File: config.mk
export PLATFORM = sky130hd
export DESIGN_NAME = mbx_echo_responder
export DESIGN_NICKNAME = d
export VERILOG_FILES = /design/src/rtl/mbx_echo_pkg.sv /design/src/rtl/mbx_cmd_latch.sv /design/src/rtl/mbx_ack_counter.sv /design/src/rtl/mbx_echo_responder.sv
export SDC_FILE = /design/constraint.sdc
export NUM_CORES = 1
export LEC_CHECK = 0
export BUFFER_PORTS_ARGS = -buffer_cell sky130_fd_sc_hd__clkbuf_2
export CAP_MARGIN = 20
export CORE_AREA = 2 2 77 79
export DETAILED_ROUTE_END_ITERATION = 16
export DIE_AREA = 0 0 79 81
export GPL_TIMING_DRIVEN = 1
export PLACE_DENSITY_LB_ADDON = 0.1
export SLEW_MARGIN = 20
export SYNTH_ARGS = -nofsm -noshare
export SYNTH_HDL_FRONTEND = slang
export SYNTH_HIERARCHICAL = 1
export SYNTH_SLANG_ARGS = --single-unit
File: constraint.sdc
create_clock -name clk -period 2.46 [get_ports clk]
set_input_delay 0.492 -clock clk [delete_from_list [all_inputs] [get_ports clk]]
set_output_delay 0.492 -clock clk [all_outputs]
set_load 0.02 [all_outputs]
File: src/rtl/mbx_echo_pkg.sv
package mbx_echo_pkg;

    typedef enum logic [2:0] {
        ST_POLL  = 3'd0,
        ST_FETCH = 3'd1,
        ST_ECHO  = 3'd2,
        ST_ACK   = 3'd3,
        ST_DRAIN = 3'd4
    } echo_state_t;

    localparam int MBX_AW = 2;

    localparam logic [MBX_AW-1:0] IDX_H2P_CMD  = 2'd0;
    localparam logic [MBX_AW-1:0] IDX_H2P_FLAG = 2'd1;
    localparam logic [MBX_AW-1:0] IDX_P2H_CMD  = 2'd2;
    localparam logic [MBX_AW-1:0] IDX_P2H_FLAG = 2'd3;

endpackage

File: src/rtl/mbx_cmd_latch.sv
module mbx_cmd_latch #(
    parameter int W = 32
) (
    input  logic         clk,
    input  logic         rst_n,
    input  logic         load,
    input  logic [W-1:0] d,
    output logic [W-1:0] q
);

    always_ff @(posedge clk) begin
        if (!rst_n) begin
            q <= '0;
        end else if (load) begin
            q <= d;
        end
    end

endmodule

File: src/rtl/mbx_ack_counter.sv
module mbx_ack_counter #(
    parameter int W = 16
) (
    input  logic         clk,
    input  logic         rst_n,
    input  logic         bump,
    output logic [W-1:0] count
);

    localparam logic [W-1:0] ONE = W'(1);

    always_ff @(posedge clk) begin
        if (!rst_n) begin
            count <= '0;
        end else if (bump) begin
            count <= count + ONE;
        end
    end

endmodule

File: src/rtl/mbx_echo_responder.sv
module mbx_echo_responder
    import mbx_echo_pkg::*;
#(
    parameter int          DW           = 32,
    parameter int          CNT_W        = 16,
    parameter int          DOORBELL_BIT = 0,
    parameter int unsigned ACK_VALUE    = 1
) (
    input  logic                 clk,
    input  logic                 rst_n,
    output logic [MBX_AW-1:0]    mb_addr,
    output logic                 mb_rd,
    output logic                 mb_wr,
    output logic [DW-1:0]        mb_wdata,
    input  logic [DW-1:0]        mb_rdata,
    output logic [CNT_W-1:0]     ack_count
);

    localparam logic [DW-1:0] ACK_WORD = DW'(ACK_VALUE);

    echo_state_t state;
    logic        doorbell;
    logic        cmd_load;
    logic        ack_bump;
    logic [DW-1:0] cmd_q;

    assign doorbell = mb_rdata[DOORBELL_BIT];

    // State register and transitions
    always_ff @(posedge clk) begin
        if (!rst_n) begin
            state <= ST_POLL;
        end else begin
            unique case (state)
                ST_POLL:  if (doorbell)  state <= ST_FETCH;
                ST_FETCH: state <= ST_ECHO;
                ST_ECHO:  state <= ST_ACK;
                ST_ACK:   state <= ST_DRAIN;
                ST_DRAIN: if (!doorbell) state <= ST_POLL;
                default:  state <= ST_POLL;
            endcase
        end
    end

    // Port drive for each state
    always_comb begin
        mb_addr  = IDX_H2P_FLAG;
        mb_rd    = 1'b0;
        mb_wr    = 1'b0;
        mb_wdata = '0;
        cmd_load = 1'b0;
        ack_bump = 1'b0;
        unique case (state)
            ST_POLL, ST_DRAIN: begin
                mb_addr = IDX_H2P_FLAG;
                mb_rd   = 1'b1;
            end
            ST_FETCH: begin
                mb_addr  = IDX_H2P_CMD;
                mb_rd    = 1'b1;
                cmd_load = 1'b1;
            end
            ST_ECHO: begin
                mb_addr  = IDX_P2H_CMD;
                mb_wr    = 1'b1;
                mb_wdata = cmd_q;
            end
            ST_ACK: begin
                mb_addr  = IDX_P2H_FLAG;
                mb_wr    = 1'b1;
                mb_wdata = ACK_WORD;
                ack_bump = 1'b1;
            end
            default: begin
                mb_addr = IDX_H2P_FLAG;
            end
        endcase
    end

    mbx_cmd_latch #(.W(DW)) u_cmd (
        .clk   (clk),
        .rst_n (rst_n),
        .load  (cmd_load),
        .d     (mb_rdata),
        .q     (cmd_q)
    );

    mbx_ack_counter #(.W(CNT_W)) u_cnt (
        .clk   (clk),
        .rst_n (rst_n),
        .bump  (ack_bump),
        .count (ack_count)
    );

endmodule

==> results of run 1 <==
power breakdown:
part           switching (mW)  internal, mW  leakage (nW)
clock network           0.265         0.257        0.0515
registers              0.0258         0.867         0.415
logic                   0.130         0.117         0.812
total                   0.421          1.24          1.28
final timing paths:
check / cells past startpoint / end / slack [ns] / start
min reg2reg: 2 / u_cnt/count[15] / 0.49 / u_cnt/count[15]
max: 4 / mb_wdata[20] / 0.34 / state[1]
max reg2reg: 5 / u_cnt/count[13] / 0.52 / state[0]
min: 3 / u_cmd/q[7] / 0.45 / mb_rdata[7]
layout make-up:
cell class	instances	area (µm²)	share of cell area (%)
multi-input cells	170	1270	43.0
flip-flops and latches	51	1020	34.7
repair buffers	88	448	15.2
clock buffers	8	100	3.40
well taps	75	93.8	3.19
inverters	4	15.0	0.510
worst register-to-register path, delay by kind of cell (launching register included):
| family | cells | cell delay [ns] |
|---|---|---|
| compound gates | 1 | 0.15 |
| simple gates | 4 | 1.21 |
| flops | 1 | 0.51 |
placed cells by master (no fill, tap or decap), types with 2 or more instances in the layout:
master    netlist  final
nand4_1         2      2
mux2i_1        36     36
and2_2         27     27
nor4_1          3      3
inv_1           4      4
nand2b_1        4      4
buf_4           3      3
nand2_1        10     10
o21a_1          2      2
a21oi_1         3      3
nor2b_1        34     34
nor3_1          4      4
xor2_1          5      5
clkbuf_2        0     85
nor2_1         13     13
dfxtp_1        51     51
nand3_1         3      3
clkbuf_8        0      7
xnor2_1         6      6
and2_1          4      4
flip-flops by register name, indices dropped and copies added (netlist names):
signal       cells
state            3
u_cmd/q         32
u_cnt/count     16
synthesized netlist by cell type, drive strengths merged:
master / n / area [µm²]
inv: 4 / 15.0
nor2b: 34 / 213
and3b: 1 / 10.0
ha: 1 / 12.5
xnor2: 6 / 52.6
nor3: 4 / 20.0
dfxtp: 51 / 1020
buf: 10 / 128
and4bb: 1 / 12.5
nand3: 3 / 15.0
and3: 1 / 7.51
nor3b: 2 / 26.3
nor2: 13 / 48.8
clkbuf: 5 / 18.8
nor4: 4 / 40.0
nand2: 10 / 37.5
nand2b: 4 / 25.0
nor4b: 1 / 8.76
o21a: 2 / 15.0
or2: 1 / 6.26
a21oi: 3 / 15.0
o21ai: 1 / 5.00
nand4: 3 / 33.8
xor2: 5 / 43.8
o41ai: 1 / 8.76
and2: 31 / 228
or3: 1 / 7.51
mux2i: 36 / 360
or3b: 1 / 8.76
per-stage QoR:
stage	power [mW]	worst slack, ns	instance area (µm²)	utilization, %	instances
after global placement	1.16	0.624	2840	50.1	388
after floorplan	1.12	0.761	2440	-	240
final	1.66	0.338	2940	51.9	396
after detailed placement	1.16	0.566	2840	50.1	388
after global routing	1.75	0.201	2940	51.9	396
after CTS	1.69	0.315	2940	51.9	396
per-layer routing:
layer  up-vias  wire (µm)  global-route usage [%]
li1        951          -                       -
met1       792       2310                    19.4
met2        48       2080                    23.9
met3         5        263                    3.89
met4         0         47                    5.17
met5         -          0                       0
logic make-up after synthesis:
logic type	Yosys count	synth area share (%)
and+or+nand+nor	115	30.6
adders and majority gates	1	0.512
DFF	51	41.8
AOI/OAI and AO/OA	7	1.79
xor gates and xnor gates	11	3.94
muxes	36	14.7
buffers and inverters	19	6.61
==> reports/results.txt, run 1 <==
Clk pin slew, worst setup/hold paths: 0.09 ns
final hold vios: 0
RSZ-0062 raised after global routing: no
layout net count: 355
Pins Over Slew Limit: 0
die width: 79 µm
gr usage total: 14.8%
max-cap check violation count: 0
Worst path max stage delay: 0.47 ns
Synth Instances: 240
worst skew pair latency: 0.30 ns
Setup crit end kind: output port
worst min path class: in2reg
first-pass GRT wire length: 7.50 mm
# diodes: 0
Max FO, Critical Path: 31
filler cell count: 573
Pleak: 1.28 nW
peak supply drop: 0.000305 V
Post-CTS Setup Bufs: 0
die area: 0.00640 mm²
Routed WL: 4.70 mm
largest net degree at the start of global routing: 33
CTS Buf Count: 5
routability cong.: 0.827
IO Pins: 86
Worst Max-Slew Pin Slew: 0.540 ns
root buffer cell: clkbuf_8
CP max-delay cell: dfxtp_1
DR vias: 1796
DR WL/cell: 11.9 µm
endpoints failing setup: 0
clk_skew: 0.00242 ns
sequence of cells on the critical path: nor3b_4, buf_4, and2_2, clkbuf_2
Die Height: 81 µm
CP arrival: 1.63 ns
H-tree depth: 2
layout cells sized above 1: 40.8%
YS warnings: 6
CTS tree: done
Critical Path RT: 1.97 ns
Port Buffers: 85
clock tree sinks: 51
Max-slew headroom: 64.0%
Post-Syn Nets: 275
WHS: 0.446 ns
fin crit period: 2.12 ns
delay-heaviest family, CP: flip-flops
post-route ant nets: 0
Resized cells post-CTS: 0
Initial Util: 43.1%
Max Root-Sink Buffers: 2
TNS Setup: 0 ns
Mapped Avg Cell Area: 10.2 µm²
CP Launch Type: flip-flop
Seq/Total Area, Yosys: 41.8%
Yosys reg bits: 51
area delta synth->final: 20.5%
post-synthesis instance area: 0.00244 mm²
Via density: 4.54
Yosys cell types: 35
half-perimeter wire length after placement: 3.30 mm
initial antenna violation count: 0
Max Clk Rate: 471 MHz
Crit path buffers/inverters: 2
core area: 0.00568 mm²
drt drc: 0
status: completed
# rows: 28
number of global-route vias before repair: 1618
drt pass-1 iters: 4
final worst path period share: 86.3%
1st-iter DRT viols: 48
Overflow after GRT: 0
PwrDens: 565 mW/mm²
WS Path Type: reg2out
number of hold buffers added after CTS: 0
(Power assumes the default switching activity.)
==> run 2: changes to the inputs <==
CELL_PAD_IN_SITES_DETAIL_PLACEMENT = 0   (was default)
CELL_PAD_IN_SITES_GLOBAL_PLACEMENT = 1   (was default)
CORE_AREA = 2 2 82 84   (was 2 2 77 79)
DIE_AREA = 0 0 84 86   (was 0 0 79 81)
==> run 2 against run 1 <==
Net effect: routed wire length rose by 5.6%; highest routed layer unchanged; worst setup slack gained 0.062 ns; worst hold slack gained 0.0085 ns; via count fell by 1.3%; combinational power is 3% higher; global-route usage decreased by 1.1 points; power fell by 4.7%; critical endpoint is now mb_wdata[13]; flip-flop and latch count did not move; clock power shrank 16%; cell count up 0.51%.
==> reports/results.txt, run 2 (same netlist as run 1, synthesis figures left out) <==
IO Pins: 86 (unchanged)
Net Sw Power: 406 µW (-3.6%)
Overflow after GRT: 0 (unchanged)
CTS tree: done
Max Root-Sink Buffers: 2 (unchanged)
gr usage total: 13.7% (-1.1 points)
post-route worst setup slack: 0.400 ns (+0.0624 ns)
Pwr Total: 1.59 mW (-4.7%)
clk_skew: 0.00712 ns (+0.00470 ns)
routability cong.: 0.779 (-5.7%)
WHS: 0.455 ns (+0.00850 ns)
Clk pin slew, worst setup/hold paths: 0.09 ns (about the same)
commonest non-fill, non-tap cell in the layout: clkbuf_2
Max Clk Rate: 485 MHz (+3.0%)
status: completed
Pleak: 1.27 nW (-0.30%)
Initial Util: 38.9% (-4.1 points)
worst min path class: in2reg
Post-Place Worst Slack: 0.505 ns (-0.0601 ns)
Largest register FFs: 32 (unchanged)
DR WL/cell: 12.5 µm (+5.0%)
Hold Path Depth: 3 (unchanged)
commonest cells after routing, fill and taps aside: clkbuf_2, dfxtp_1, mux2i_1
number of hold buffers added after CTS: 0 (unchanged)
die width: 84 µm (+6.3%)
Worst Max-Slew Pin Slew: 0.472 ns (-0.0681 ns)
1st-iter DRT viols: 61 (+27%)
H-tree depth: 2 (unchanged)
post-route ant nets: 0 (unchanged)
clock tree sinks: 51 (unchanged)
sequential power share: 56.3% (+2.6 points)
worst skew pair latency: 0.29 ns (about the same)
Post-CTS Setup Bufs: 0 (unchanged)
clock group share of total power: 27.6% (-3.8 points)
layout net count: 357 (+0.56%)
Via density: 4.45 (-1.8%)
largest net degree at the start of global routing: 28 (-15%)
Placed Area: 0.00286 mm² (+0.62%)
number of global-route vias before repair: 1717 (+6.1%)
PwrDens: 540 mW/mm² (-4.3%)
WS Path Type: reg2out
drt pass-1 iters: 4 (unchanged)
fin crit period: 2.06 ns (-0.0624 ns)
top flop regs: u_cmd/q: 32 flops, u_cnt/count: 16 flops, state: 3 flops
CP arrival: 1.57 ns (-0.06 ns)
Final Cell Area: 0.00293 mm² (-0.34%)
CP Launch Type: flip-flop
Setup crit end kind: output port
Die Height: 86 µm (+6.2%)
# rows: 29 (+3.6%)
layout cells sized above 1: 40.8% (unchanged)
Port Buffers: 85 (unchanged)
initial antenna violation count: 0 (unchanged)
Internal: 1.18 mW (-5.0%)
Max-slew headroom: 68.5% (+4.5 points)
final hold vios: 0 (unchanged)
sw frac: 25.6% (+0.28 points)
TNS Setup: 0 ns (unchanged)
R2R cell count: 5 (unchanged)
DR vias: 1773 (-1.3%)
drt drc: 0 (unchanged)
Routed WL: 4.96 mm (+5.6%)
die area: 0.00722 mm² (+13%)
CTS Buf Count: 5 (unchanged)
largest reg by FF count: u_cmd/q
Pins Over Slew Limit: 0 (unchanged)
Resized cells post-CTS: 0 (unchanged)
Critical Path RT: 1.97 ns (about the same)
first-pass GRT wire length: 8.07 mm (+7.5%)
RSZ-0062 raised after global routing: no
peak supply drop: 0.000233 V (-24%)
core area: 0.00628 mm² (+11%)
half-perimeter wire length after placement: 3.56 mm (+7.9%)
final worst path period share: 83.7% (-2.5 points)
Logic pwr share: 16.1% (+1.2 points)
Max FO, Critical Path: 18 (-42%)
endpoints failing setup: 0 (unchanged)
area delta synth->final: 20.1%
root buffer cell: clkbuf_8
# diodes: 0 (unchanged)
max-cap check violation count: 0 (unchanged)
run 2: changes by cell type in the layout (fill, tap and decap cells not counted), sizes merged:
cell	before	now
buf	3	5
clkbuf	93	91
run 2: power by group through the flow:
stage | combinational (mW) | sequential [mW] | clock [mW]
finish | 0.255 | 0.892 | 0.438
global route | 0.283 | 0.898 | 0.491
CTS | 0.261 | 0.893 | 0.471
detailed placement | 0.260 | 0.912 | 0
global placement | 0.260 | 0.910 | 0
floorplan | 0.224 | 0.901 | 0
run 2: layout make-up:
cell class	count	area [µm²]
well taps	77	96.3
inverters	4	15.0
fillers	652	3340
repair buffers	90	463
flip-flops and latches	51	1020
clock buffers	6	72.6
multi-input cells	170	1270
run 2: path summary, 6_finish.rpt:
path / end / startpoint / slack [ns]
setup / recovery: mb_wdata[13] / state[1] / 0.40
hold reg to reg: u_cnt/count[15] / u_cnt/count[15] / 0.48
hold / removal: u_cmd/q[5] / mb_rdata[5] / 0.45
setup reg to reg: u_cnt/count[13] / state[0] / 0.52
run 2: routing by layer:
metal	up-vias	track usage [%]	share of wire, %
li1	951	-	-
met1	770	18.0	48
met2	50	22.0	45
met3	2	4.23	5.7
met4	0	3.96	0.58
met5	-	0	0
run 2: metrics by stage:
step	utilization [%]	std cells
detailed placement	45.6	392
finish	46.7	398
global placement	45.6	392
global route	46.7	398
floorplan	-	240
CTS	46.7	398
run 2: worst max-delay path, cell delays in order, from the launching register on:
cell,delay [ns]
dfxtp_1,0.48
nor3b_4,0.24
buf_4,0.22
and2_2,0.16
clkbuf_2,0.17
==> run 3: changes to the inputs <==
CORE_AREA = 2 2 90 92   (was 2 2 82 84)
DIE_AREA = 0 0 92 94   (was 0 0 84 86)
clock period = 1.7 ns   (was 2.46 ns; I/O delays follow)
==> run 3 against run 2 <==
Net effect: the flow now finishes with violations (negative setup slack); clock power grew 75%; first-iteration DRC count decreased by 61%; clock skew about the same; worst setup slack lost 0.42 ns; core utilization is 2.3 points lower; routed wire length grew 11%; sequential share of layout area shrank 4.5 points; sequential power up 45%; non-clock buffer count is 11 higher; cell count is 9.5% higher; critical path type unchanged; largest cell class unchanged.
==> reports/results.txt, run 3 (same netlist as run 1, synthesis figures left out) <==
grt met1 use: 16.0% (-2.0 points)
RR Startpoint: state[2]
root buffer cell: clkbuf_8
final worst path period share: 101%
Clk pin slew, worst setup/hold paths: 0.09 ns (about the same)
post-route worst setup slack: -0.0235 ns (-0.424 ns)
Post-Place Worst Slack: 0.104 ns (-0.402 ns)
Worst Hold End: u_cmd/q[26]
sequential power share: 51.9% (-4.4 points)
CP arrival: 1.38 ns (-0.19 ns)
filler cell count: 760 (+17%)
PwrDens: 733 mW/mm² (+36%)
clock group share of total power: 30.9% (+3.3 points)
gr usage total: 12.6% (-1.1 points)
Max Clk Rate: 580 MHz
Placed Area: 0.00299 mm² (+4.6%)
R2R cell count: 5 (unchanged)
H-tree depth: 2 (unchanged)
layout net count: 368 (+3.1%)
post-route ant nets: 0 (unchanged)
CTS tree: done
Routed WL: 5.49 mm (+11%)
CTS Buf Count: 5 (unchanged)
RSZ-0062 raised after global routing: yes
fin util: 44.4% (-2.3 points)
number of global-route vias before repair: 1802 (+5.0%)
number of hold buffers added after CTS: 0 (unchanged)
Worst path max stage delay: 0.34 ns (-0.14 ns)
CP max-delay cell: dfxtp_2
worst skew pair latency: 0.30 ns (about the same)
die width: 92 µm (+9.5%)
# rows: 32 (+10%)
routability cong.: 0.727 (-6.7%)
Final Cell Area: 0.00338 mm² (+15%)
sequence of cells on the critical path: nor3b_4, buf_12, and2_2, clkbuf_8
# diodes: 0 (unchanged)
core area: 0.00761 mm² (+21%)
final hold vios: 0 (unchanged)
Max FO, Critical Path: 30 (+12)
clk_skew: 0.00715 ns (+0.0000246 ns)
failing checks: negative setup slack
R2R setup slack: 0.11 ns (-0.41 ns)
Initial Util: 32.1% (-6.8 points)
Net Sw Power: 632 µW (+56%)
Largest register FFs: 32 (unchanged)
largest reg by FF count: u_cmd/q
Pleak: 1.42 nW (+11%)
Setup crit end kind: output port
max-cap check violation count: 0 (unchanged)
drt pass-1 iters: 3 (-1)
sw frac: 25.5% (-0.063 points)
DR vias: 1871 (+5.5%)
Via density: 4.29 (-3.7%)
DR WL/cell: 12.6 µm (+0.98%)
half-perimeter wire length after placement: 3.85 mm (+7.9%)
peak supply drop: 0.000379 V (+63%)
Internal: 1.84 mW (+56%)
1st-iter DRT viols: 24 (-61%)
Port Buffers: 85 (unchanged)
commonest cells after routing, fill and taps aside: clkbuf_2, dfxtp_1, clkbuf_8
endpoints failing setup: 30 (+30)
WS Path Type: reg2out
grt peak-use layer: met2
Pins Over Slew Limit: 0 (unchanged)
Hold Path Depth: 3 (unchanged)
initial antenna violation count: 0 (unchanged)
top flop regs: u_cmd/q: 32 flops, u_cnt/count: 16 flops, state: 3 flops
area delta synth->final: 38.2%
Max Root-Sink Buffers: 2 (unchanged)
WHS: 0.293 ns (-0.161 ns)
IO Pins: 86 (unchanged)
die area: 0.00865 mm² (+20%)
Logic pwr share: 17.2% (+1.1 points)
clock tree sinks: 51 (unchanged)
Die Height: 94 µm (+9.3%)
M3 GR Usage: 2.81% (-1.4 points)
layout cells sized above 1: 44.6% (+3.8 points)
grt met2 use: 21.1% (-0.89 points)
status: finished, violations left
Reg2Reg Capture Point: u_cnt/count[15]
Worst Max-Slew Pin Slew: 0.421 ns (-0.0508 ns)
fin crit period: 1.72 ns
largest net degree at the start of global routing: 33 (+18%)
worst min path class: in2reg
Critical Path RT: 1.36 ns (-0.61 ns)
Hold Crit Start: mb_rdata[26]
commonest non-fill, non-tap cell in the layout: clkbuf_2
first-pass GRT wire length: 8.61 mm (+6.8%)
drt drc: 0 (unchanged)
CP Launch Type: flip-flop
Overflow after GRT: 0 (unchanged)
Max-slew headroom: 71.9% (+3.4 points)
-- run 3: power groups by stage --
stage          Combinational, mW  Sequential [mW]  Clock, mW
3_5_place_dp               0.410             1.31          0
2_1_floorplan              0.324             1.30          0
5_1_grt                    0.463             1.29      0.848
4_1_cts                    0.434             1.29      0.807
6_report                   0.425             1.29      0.766
3_3_place_gp               0.409             1.31          0
-- run 3: per-layer routing --
metal,part of all wire [%],up-vias,wire length (µm)
met4,0.98,0,54
li1,-,969,-
met1,47,850,2580
met2,47,47,2600
met3,4.4,5,243
met5,0,-,0
-- run 3: area by class of cell --
type                            instances  area [µm²]  area share, %
Tap cell                              102         128           3.78
Timing Repair Buffer                  101         836           24.7
Multi-Input combinational cell        170        1270           37.7
Sequential cell                        51        1020           30.3
Clock buffer                            8         100           2.96
Inverter                                4        15.0          0.444
-- run 3: worst max path at each step --
stage,start,endpoint,depth (start not counted)
after floorplan,state[0],u_cnt/count[13],6
after global placement,state[0],u_cnt/count[13],5
after detailed placement,state[0],u_cnt/count[13],5
after CTS,state[0],mb_wdata[6],4
after global routing,state[0],mb_wdata[26],4
final,state[0],mb_wdata[11],4
-- run 3: through the flow --
step | instances | power, mW | setup TNS [ns]
5_1_grt | 436 | 2.61 | -2.86
4_1_cts | 436 | 2.53 | -1.25
2_1_floorplan | 240 | 1.63 | 0
3_5_place_dp | 427 | 1.72 | 0
3_3_place_gp | 427 | 1.72 | 0
6_report | 436 | 2.48 | -0.423
-- run 3: worst max-delay path: cells and delay by family, from the launching register on --
kind	cells	cell delay (ns)
flops	1	0.34
simple gates	2	0.40
buf+inv	2	0.33
-- run 3: timing repair --
| action | 4_1_cts | 5_1_grt |
|---|---|---|
| pin swaps | 1 | 1 |
| cloned | 0 | 0 |
| resized for setup | 61 | 4 |
| endpoints found under the setup margin | 30 | 34 |
| setup buffers | 1 | 0 |
